===== src/rtl/phy_cfg_pkg.sv =====
package phy_cfg_pkg;
  localparam int unsigned HALF_W  = 16;
  localparam int unsigned WORD_W  = 2 * HALF_W;
  localparam int unsigned SEL_W   = 2;
  localparam int unsigned NLANES  = 4;
  localparam int unsigned CA_LSB  = 1;
  localparam int unsigned CA_W    = 6;
  localparam int unsigned CD_LSB  = 7;
  localparam int unsigned CD_W    = 4;
  localparam int unsigned LANE_LSB = 3;
  localparam int unsigned ST_LOCK = 9;
  localparam int unsigned ST_PEND = 10;

  typedef enum logic [SEL_W-1:0] {
    SEL_CFG  = 2'd0,
    SEL_LANE = 2'd1,
    SEL_STAT = 2'd2,
    SEL_NONE = 2'd3
  } reg_sel_e;
endpackage


===== src/rtl/phy_cfg_rst_sync.sv =====
module phy_cfg_rst_sync #(
  parameter int unsigned STAGES = 2
) (
  input  logic clk,
  input  logic rst_n,
  output logic rst_sync_n
);
  logic [STAGES-1:0] chain_q;
  logic [STAGES-1:0] chain_d;

  always_comb begin
    chain_d = {chain_q[STAGES-2:0], 1'b1};
  end

  always_ff @(posedge clk or negedge rst_n) begin
    if (!rst_n) chain_q <= '0;
    else        chain_q <= chain_d;
  end

  assign rst_sync_n = chain_q[STAGES-1];
endmodule


===== src/rtl/phy_cfg_mask_reg.sv =====
module phy_cfg_mask_reg #(
  parameter int unsigned W = 16
) (
  input  logic           clk,
  input  logic           rst_n,
  input  logic           wr_en,
  input  logic [2*W-1:0] wr_word,
  output logic [W-1:0]   q
);
  logic [W-1:0] q_r;
  logic [W-1:0] q_d;

  for (genvar i = 0; i < W; i++) begin : g_bit
    always_comb begin
      if (wr_en && wr_word[W+i]) q_d[i] = wr_word[i];
      else                       q_d[i] = q_r[i];
    end

    AST_MASK_HOLD: assert property (@(posedge clk) disable iff (!rst_n)
      (wr_en && !wr_word[W+i]) |=> (q_r[i] == $past(q_r[i])))
      else $error("masked bit %0d changed", i);

    AST_MASK_LOAD: assert property (@(posedge clk) disable iff (!rst_n)
      (wr_en && wr_word[W+i]) |=> (q_r[i] == $past(wr_word[i])))
      else $error("enabled bit %0d not loaded", i);
  end

  always_ff @(posedge clk or negedge rst_n) begin
    if (!rst_n) q_r <= '0;
    else        q_r <= q_d;
  end

  assign q = q_r;
endmodule


===== src/rtl/phy_cfg_strobe.sv =====
module phy_cfg_strobe (
  input  logic clk,
  input  logic rst_n,
  input  logic level,
  output logic pulse
);
  logic level_d_q;
  logic level_d_n;

  always_comb begin
    level_d_n = level;
  end

  always_ff @(posedge clk or negedge rst_n) begin
    if (!rst_n) level_d_q <= 1'b0;
    else        level_d_q <= level_d_n;
  end

  assign pulse = level & ~level_d_q;

  AST_PULSE_SINGLE: assert property (@(posedge clk) disable iff (!rst_n)
    pulse |=> !pulse)
    else $error("commit pulse longer than one cycle");
endmodule


===== src/rtl/phy_cfg_rdmux.sv =====
module phy_cfg_rdmux
  import phy_cfg_pkg::*;
(
  input  logic              clk,
  input  logic              rst_n,
  input  logic              rd_en,
  input  logic [SEL_W-1:0]  sel,
  input  logic [HALF_W-1:0] cfg_q,
  input  logic [HALF_W-1:0] lane_q,
  input  logic              pll_locked,
  input  logic              pll_pend,
  output logic [WORD_W-1:0] rdata
);
  logic [WORD_W-1:0] rdata_q;
  logic [WORD_W-1:0] rdata_d;
  logic [HALF_W-1:0] stat_word;
  logic [HALF_W-1:0] pick;

  always_comb begin
    stat_word          = '0;
    stat_word[ST_LOCK] = pll_locked;
    stat_word[ST_PEND] = pll_pend;
    case (reg_sel_e'(sel))
      SEL_CFG:  pick = cfg_q;
      SEL_LANE: pick = lane_q;
      SEL_STAT: pick = stat_word;
      default:  pick = '0;
    endcase
    rdata_d = rd_en ? {{HALF_W{1'b0}}, pick} : rdata_q;
  end

  always_ff @(posedge clk or negedge rst_n) begin
    if (!rst_n) rdata_q <= '0;
    else        rdata_q <= rdata_d;
  end

  assign rdata = rdata_q;

  AST_RD_HOLD: assert property (@(posedge clk) disable iff (!rst_n)
    !rd_en |=> $stable(rdata))
    else $error("read data changed without a read");
endmodule


===== src/rtl/phy_cfg_regblk.sv =====
module phy_cfg_regblk
  import phy_cfg_pkg::*;
(
  input  logic              clk,
  input  logic              rst_n,
  input  logic              bus_wr,
  input  logic              bus_rd,
  input  logic [1:0]        bus_sel,
  input  logic [31:0]       bus_wdata,
  output logic [31:0]       bus_rdata,
  input  logic              pll_locked_i,
  input  logic              pll_pend_i,
  output logic              phy_cfg_we,
  output logic [5:0]        phy_cfg_addr,
  output logic [3:0]        phy_cfg_data,
  output logic [3:0]        lane_idle
);
  logic              rst_i_n;
  logic              cfg_wr;
  logic              lane_wr;
  logic [HALF_W-1:0] cfg_q;
  logic [HALF_W-1:0] lane_q;

  phy_cfg_rst_sync #(.STAGES(2)) u_rst (
    .clk(clk), .rst_n(rst_n), .rst_sync_n(rst_i_n)
  );

  always_comb begin
    cfg_wr  = bus_wr && (reg_sel_e'(bus_sel) == SEL_CFG);
    lane_wr = bus_wr && (reg_sel_e'(bus_sel) == SEL_LANE);
  end

  phy_cfg_mask_reg #(.W(HALF_W)) u_cfg (
    .clk(clk), .rst_n(rst_i_n), .wr_en(cfg_wr), .wr_word(bus_wdata), .q(cfg_q)
  );

  phy_cfg_mask_reg #(.W(HALF_W)) u_lane (
    .clk(clk), .rst_n(rst_i_n), .wr_en(lane_wr), .wr_word(bus_wdata), .q(lane_q)
  );

  phy_cfg_strobe u_stb (
    .clk(clk), .rst_n(rst_i_n), .level(cfg_q[0]), .pulse(phy_cfg_we)
  );

  phy_cfg_rdmux u_rd (
    .clk(clk), .rst_n(rst_i_n), .rd_en(bus_rd), .sel(bus_sel),
    .cfg_q(cfg_q), .lane_q(lane_q),
    .pll_locked(pll_locked_i), .pll_pend(pll_pend_i), .rdata(bus_rdata)
  );

  assign phy_cfg_addr = cfg_q[CA_LSB +: CA_W];
  assign phy_cfg_data = cfg_q[CD_LSB +: CD_W];
  assign lane_idle    = lane_q[LANE_LSB +: NLANES];

  AST_WE_CAUSE: assert property (@(posedge clk) disable iff (!rst_i_n)
    phy_cfg_we |-> $past(bus_wr && bus_sel == 2'd0 && bus_wdata[16] && bus_wdata[0]))
    else $error("commit pulse without a strobe-setting write");

  AST_WE_RISE: assert property (@(posedge clk) disable iff (!rst_i_n)
    (cfg_wr && bus_wdata[16] && bus_wdata[0] && !cfg_q[0]) |=> phy_cfg_we)
    else $error("strobe rise gave no commit pulse");

  AST_STAT_RD: assert property (@(posedge clk) disable iff (!rst_i_n)
    (bus_rd && bus_sel == 2'd2) |=>
      (bus_rdata == {21'd0, $past(pll_pend_i), $past(pll_locked_i), 9'd0}))
    else $error("status read mismatch");

  AST_NONE_RD: assert property (@(posedge clk) disable iff (!rst_i_n)
    (bus_rd && bus_sel == 2'd3) |=> (bus_rdata == 32'd0))
    else $error("unmapped read not zero");

  AST_STAT_WR: assert property (@(posedge clk) disable iff (!rst_i_n)
    (bus_wr && bus_sel[1]) |=> ($stable(cfg_q) && $stable(lane_q)))
    else $error("write to read-only select changed state");
endmodule


===== config.mk =====
export PLATFORM = sky130hd
export DESIGN_NAME = phy_cfg_regblk
export DESIGN_NICKNAME = d
export VERILOG_FILES = /design/src/rtl/phy_cfg_pkg.sv /design/src/rtl/phy_cfg_rst_sync.sv /design/src/rtl/phy_cfg_mask_reg.sv /design/src/rtl/phy_cfg_strobe.sv /design/src/rtl/phy_cfg_rdmux.sv /design/src/rtl/phy_cfg_regblk.sv
export SDC_FILE = /design/constraint.sdc
export NUM_CORES = 1
export LEC_CHECK = 0
export BUFFER_PORTS_ARGS = -buffer_cell sky130_fd_sc_hd__buf_2
export CORE_MARGIN = 1
export CORE_UTILIZATION = 35
export CTS_CLUSTER_SIZE = 24
export DETAILED_ROUTE_END_ITERATION = 12
export PLACE_DENSITY = 0.61
export SLEW_MARGIN = 20
export SYNTH_ARGS = -nofsm -noshare
export SYNTH_HDL_FRONTEND = slang
export SYNTH_SLANG_ARGS = --single-unit
export TNS_END_PERCENT = 50

===== constraint.sdc =====
create_clock -name clk -period 1.6 [get_ports clk]
set_clock_uncertainty 0.1 [all_clocks]
set_input_delay 0.32 -clock clk [delete_from_list [all_inputs] [get_ports clk]]
set_output_delay 0.32 -clock clk [all_outputs]
set_load 0.05 [all_outputs]

* Word level (Yosys, flattened, before mapping) *
Cells that the tools add are included.
W data, S select, Z words.

cells by class
  equality and inequality tests = 2
  multiplexer cells = 1
  bitwise gates (word level) = 2
  reductions and logical operators = 35

operator list
  operator              number
  $pmux W16 S3          1
  $logic_and A1 B1 Y1   34
  $eq A2 B1 Y1 const B  1
  $eq A2 B2 Y1 const B  1
  $logic_not A2 Y1      1
  $and A1 B1 Y1         1
  $not A1 Y1            1

word-level totals
  register bits after elaboration = 51
  input bits = 40
  output and inout port bits = 47

* Longest topological paths before layout *
Gate-level depths: netlist (run 1).

  depth after elaboration = 3
  depth in mapped cells = 5
  mapped depth without buffers = 2

* Cells and area by module *
Synthesis (run 1) repeated with hierarchy kept, for this count alone.

second synthesis, totals
  cell total of the unflattened synthesis = 197
  area total of the unflattened synthesis = 2457.4 µm²

modules (own cells, without submodules)
  module            times used  cells each  area each (µm²)  seq. area each (µm²)
  phy_cfg_mask_reg  2           50          700.7            400.4
  phy_cfg_rdmux     1           90          942.2            400.4
  phy_cfg_rst_sync  1           3           53.8             50.0
  phy_cfg_strobe    1           2           38.8             25.0
  phy_cfg_regblk    1           2           21.3             0.0

* Least setup slack after synthesis (run 1) *
No wires, ideal clock.

  kind = reg2out
  from = reg u_cfg.q_r[0], in the netlist u_cfg.q[0]
  to = out phy_cfg_we
  arrival = 1.070 ns
  required time = 1.180 ns
  slack = 0.110 ns
  cell stages (with the launch flop) = 2
  path buffers = 0
  path through = dfrtp_1 -> nor2b_1

on the way
  longest elaborated chain between the ends = 1

RTL lines
  item                      line                    source
  start: declaration        phy_cfg_mask_reg.sv:10  logic [W-1:0] q_r;
  start signal: assignment  phy_cfg_mask_reg.sv:30  else q_r <= q_d;
  $and A1 B1 Y1             phy_cfg_strobe.sv:19    assign pulse = level & ~level_d_q;
  end: declaration          phy_cfg_regblk.sv:13    output logic phy_cfg_we,

No other way between the ends.

* Worst setup path after layout (run 1) *
Ends and elaborated chain as after synthesis.

==> results.cfg, run 1 <==
[run_status]
status = complete, no violations

[yosys]
synthDistinctLibCells = 20
synthCells = 215
synth-seq-area-share_pct = 46.8
yosysWarnings = 0
synth.area.top_cells = dfrtp_1 47%, buf_4 8.5%, mux2_4 7.2%
ys_ff_latch = 51
yosys.area.top_type = dfrtp_1
syn_area_sq_um = 2730
synth_top_area_share_pct = 46.8
avgSynthCellArea_sq_um = 12.7

[drt]
final_antenna_net_count = 0
firstDrtPassIters = 4
vias_per_cell = 4.80
num_vias = 1782
drt_iter0_markers = 55
wl_per_cell_microns = 14.8
routed_wl_mm = 5.48
drc = 0

[floorplanning]
die_x_microns = 90.3
die_h_microns = 90.3
start_util_pct = 36.8
fp-row-count = 31
io_pins = 87
die_area_sq_um = 8150
core_sq_um = 7410

[global_routing]
overflow = 0
antenna_found_initial = 0
grt_pass1_vias = 1778
grt_max_degree = 38
grt_pass1_wl_mm = 9.00
grt_usage_pct = 14.0

[cts]
clk_latency_ps = 300
cts_buffer_depth = 2
cts_buffers = 5
clk_pin_slew_ps = 90
htreeDepth = 2
root_buffer = clkbuf_8
cts_tree = done
clock-sinks = 51

[sta]
rsz0062_at_grt = false
tns_ps = 0
min_period_ps = 1510
hold_viol = 0
fin_crit_sh_pct = 94.6
fmax_ghz = 0.661
max_slew_margin_pct = 65.4
worstMarginPinSlew_ps = 519
setup_viol = 0
maxSlewViolCount = 0
hold_slack_ps = 60.1

[setup_path]
path_max_fanout = 4
endpoint_kind = output port
path_class = reg -> out
required_ps = 1180
start_kind = register
arrival_ps = 1090

[placed_design]
post-dp-hpwl_mm = 3.84
dp_cells = 362
port_buffers = 70
gp_congestion = 0.705

[cells_and_area]
final_cell_mix = 69 x buf_2, 50 x dfrtp_1, 18 x nand4b_1, 17 x conb_1
syn_to_final_growth_pct = 16.1
finalNonFillerCells = 371
layout_commonest_cell = buf_2
n_antenna_cell = 0
drive_gt1_share_pct = 46.7
nets = 311
fin_util_pct = 42.7

[power]
p_per_area_nw_per_um2 = 1240
max-vdd-ir-drop_mv = 0.574
p_total_mw = 3.94
p_leak_nw = 1.52

[run]
maxCapViolCount = 0

[hold_path]
hold_path.class = reg -> async
-- worst paths after layout --
kind | from | endpoint | slack (ps) | depth (start not counted)
max | u_cfg.q[0]$_DFFE_PN0P_ | phy_cfg_we | 90 | 2
min | u_rst.chain_q[1]$_DFF_PN0_ | u_lane.q[13]$_DFFE_PN0P_ | 60 | 0
max reg2reg | u_cfg.q[10]$_DFFE_PN0P_ | u_rd.rdata[10]$_DFFE_PN0P_ | 680 | 2
min reg2reg | u_rst.chain_q[1]$_DFF_PN0_ | u_lane.q[13]$_DFFE_PN0P_ | 60 | 0
max in group asynchronous | u_rst.chain_q[1]$_DFF_PN0_ | u_cfg.q[6]$_DFFE_PN0P_ | 880 | 1
min in group clk | bus_wdata[3] | u_lane.q[3]$_DFFE_PN0P_ | 140 | 2
-- power breakdown --
| part | switching, mW | internal [mW] | leakage (nW) |
|---|---|---|---|
| Clock | 0.436 | 0.507 | 0.0612 |
| Combinational | 0.871 | 0.438 | 0.826 |
| Sequential | 0.154 | 1.53 | 0.628 |
-- what timing repair did --
| action | in CTS | in global routing |
|---|---|---|
| endpoints found under the setup margin | 0 | 1 |
| buffers inserted | 0 | 0 |
| endpoints found under the hold margin | 2 | 0 |
| resized for setup | 0 | 1 |
| hold buffers | 1 | 0 |
-- flip-flops by register name, summed over array words and instances (netlist names) --
name	flops
u_cfg.q	16
u_lane.q	16
u_rd.rdata	16
u_rst.chain_q	2
u_stb.level_d_q	1
-- stage by stage --
stage,area [sq um],setup WS [ps]
after floorplan,2780,110
after global placement,3030,27.4
after detailed placement,3030,10.7
after CTS,3160,38.2
after global routing,3160,0.416
final,3160,86.7
-- logic make-up (layout without fill, tap and decap cells) --
group                  after synthesis  after routing  synth area share, %
AO/OA/AOI/OAI                       16             16                 3.85
multiplexers                        48             48                 20.9
buffers and inverters               61            103                 14.5
other                                2             17                0.275
AND/OR/NAND/NOR                     37             37                 13.7
flip-flops                          51             51                 46.8
-- worst max-delay path, cell delays in order (launching register included) --
cell	delay, ps
dfrtp_1	400
nor2b_1	150
clkbuf_4	240
-- cell usage after synthesis, drive strengths merged --
master  instances
dfrtp          51
buf            42
mux2           32
nand4b         18
inv            16
mux2i          16
and4bb         15
o22ai          14
clkbuf          3
conb            2
nand2b          2
o221ai          2
nor2b           1
nor4bb          1
-- final cells by class --
type	instances	area [sq um]
clock buffer	6	82.6
clock inverter	2	35.0
fill	710	4240
inverter	16	60.1
multi-input combinational	118	1110
sequential	51	1280
tap	99	124
timing repair buffer	79	473
-- per-layer routing --
layer	share of wire [%]	track usage, %
met1	46	17.7
met2	47	22.9
met3	5.6	4.46
met4	1.0	3.63
met5	0	0
(Power assumes the default switching activity.)
==> inputs of run 2 (changes only) <==
--- a/constraint.sdc
+++ b/constraint.sdc
@@ -4,2 +4,2 @@
 set_output_delay 0.32 -clock clk [all_outputs]
-set_load 0.05 [all_outputs]
+set_load 0.01 [all_outputs]
==> run 2 against run 1 <==
Net effect:
- clock power about the same
- die area is the same
- critical path depth stayed put
- combinational power shrank 40%
- fmax is 6.9% higher
- utilization barely moved
- non-clock buffer count unchanged
- sequential power barely moved
- register-to-register slack is essentially flat
- sequential share of layout area is essentially flat
- wire length unchanged
- clock-buffer cell count stayed put
- highest routed layer unchanged
==> results.cfg, run 2 (same netlist as run 1, synthesis figures left out) <==
[cells_and_area]
multiInputGateArea_sq_um = 1110
drive_gt1_share_pct = 46.7
design_area_sq_um = 3160
final_cell_mix = 70 x buf_2, 50 x dfrtp_1, 18 x nand4b_1, 17 x conb_1
fillCellCount = 711
nets = 311
layout_commonest_cell = buf_2
n_antenna_cell = 0
fin_util_pct = 42.7
register_area_sq_um = 1280
finalNonFillerCells = 371
syn_to_final_growth_pct = 16.0

[floorplanning]
fp-row-count = 31
die_h_microns = 90.3
die_x_microns = 90.3
core_sq_um = 7410
io_pins = 87
die_area_sq_um = 8150
start_util_pct = 36.8

[setup_path]
rr_endpoint = u_rd.rdata[10]$_DFFE_PN0P_
cp_num_buf_inv = 1
start_kind = register
arrival_ps = 1000
path_max_fanout = 4
path_cells = nor2b_1, buf_2
crit_family = flip-flops
path_class = reg -> out
endpoint_kind = output port
required_ps = 1180
critPathMaxStageDelay_ps = 420
rrSetupSlack_ps = 680
rr_startpoint = u_cfg.q[10]$_DFFE_PN0P_
critPathSlowestCell = dfrtp_1
crit_start = u_cfg.q[0]$_DFFE_PN0P_
r2r_cells = 2

[cts]
clk_latency_ps = 300
clock-sinks = 51
clk_pin_slew_ps = 90
cts_buffer_depth = 2
cts-resized-gates = 0
root_buffer = clkbuf_8
htreeDepth = 2
cts_tree = done
cts_buffers = 5

[sta]
fmax_ghz = 0.706
setup_viol = 0
hold_viol = 0
worstMarginPinSlew_ps = 519
hold_slack_ps = 60.1
max_slew_margin_pct = 65.4
tns_ps = 0
maxSlewViolCount = 0
worst_slack_ps = 184
fin_crit_sh_pct = 88.5
min_period_ps = 1420
rsz0062_at_grt = false

[hold_path]
hold_path.class = reg -> async

[global_routing]
grt_pass1_vias = 1778
antenna_found_initial = 0
grt_pass1_wl_mm = 9.00
overflow = 0
grt_usage_pct = 14.0
grt_max_degree = 38

[power]
p_leak_nw = 1.52
p_per_area_nw_per_um2 = 1080
p_total_mw = 3.42
p_switching_mw = 0.943
max-vdd-ir-drop_mv = 0.488
combinationalPowerShare_pct = 23.0
intPower_mw = 2.47
sw_frac_of_total_pct = 27.6
p_clk_share_pct = 27.6
seq_power_share_pct = 49.4

[drt]
drc = 0
vias_per_cell = 4.80
drt_iter0_markers = 55
num_vias = 1782
wl_per_cell_microns = 14.8
routed_wl_mm = 5.48
firstDrtPassIters = 4
final_antenna_net_count = 0

[placed_design]
gp_congestion = 0.705
pre_cts_ws_ps = 10.7
port_buffers = 70
post-dp-hpwl_mm = 3.84
dp_cells = 362
dpl_cell_area_sq_um = 3030

[run]
maxCapViolCount = 0

[run_status]
status = complete, no violations
==> run 2: repair_timing <==
action | 4_1_cts | 5_1_grt
hold buffers | 1 | 0
hold endpoints to repair | 2 | 0
buffers inserted | 0 | 0
==> run 2: area by class of cell <==
cell class                      instances  share of cell area [%]
Tap cell                               99                    3.92
Clock inverter                          2                    1.11
Multi-Input combinational cell        118                    35.2
Inverter                               16                    1.90
Sequential cell                        51                    40.4
Timing Repair Buffer                   79                    14.9
Clock buffer                            6                    2.61
==> run 2: worst max-delay path by stage <==
stage | end | depth (start not counted) | slack (ps)
2_1_floorplan | u_cfg.q[10]$_DFFE_PN0P_ | 4 | 260
3_3_place_gp | u_cfg.q[6]$_DFFE_PN0P_ | 3 | 30
3_5_place_dp | u_cfg.q[12]$_DFFE_PN0P_ | 3 | 10
4_1_cts | phy_cfg_we | 2 | 170
5_1_grt | phy_cfg_we | 2 | 110
6_report | phy_cfg_we | 2 | 180
==> run 2: worst register-to-register path, delay by kind of cell (launching register included) <==
| family | cells | cell delay [ps] |
|---|---|---|
| flops | 1 | 430 |
| compound gates | 1 | 130 |
| mux | 1 | 140 |
==> run 2: layer usage <==
metal	GRT usage, %	wire length (microns)	vias to the layer above
met1	17.7	2540	883
met2	22.9	2580	57
li1	-	-	837
met4	3.63	57	0
met5	0	0	-
met3	4.46	307	5
==> run 2: power groups by stage <==
stage	registers [mW]	clock network, mW	logic [mW]
global placement	1.71	0	0.777
CTS	1.69	0.966	0.799
floorplan	1.72	0	0.613
finish	1.69	0.942	0.786
global route	1.72	1.02	0.864
detailed placement	1.72	0	0.794
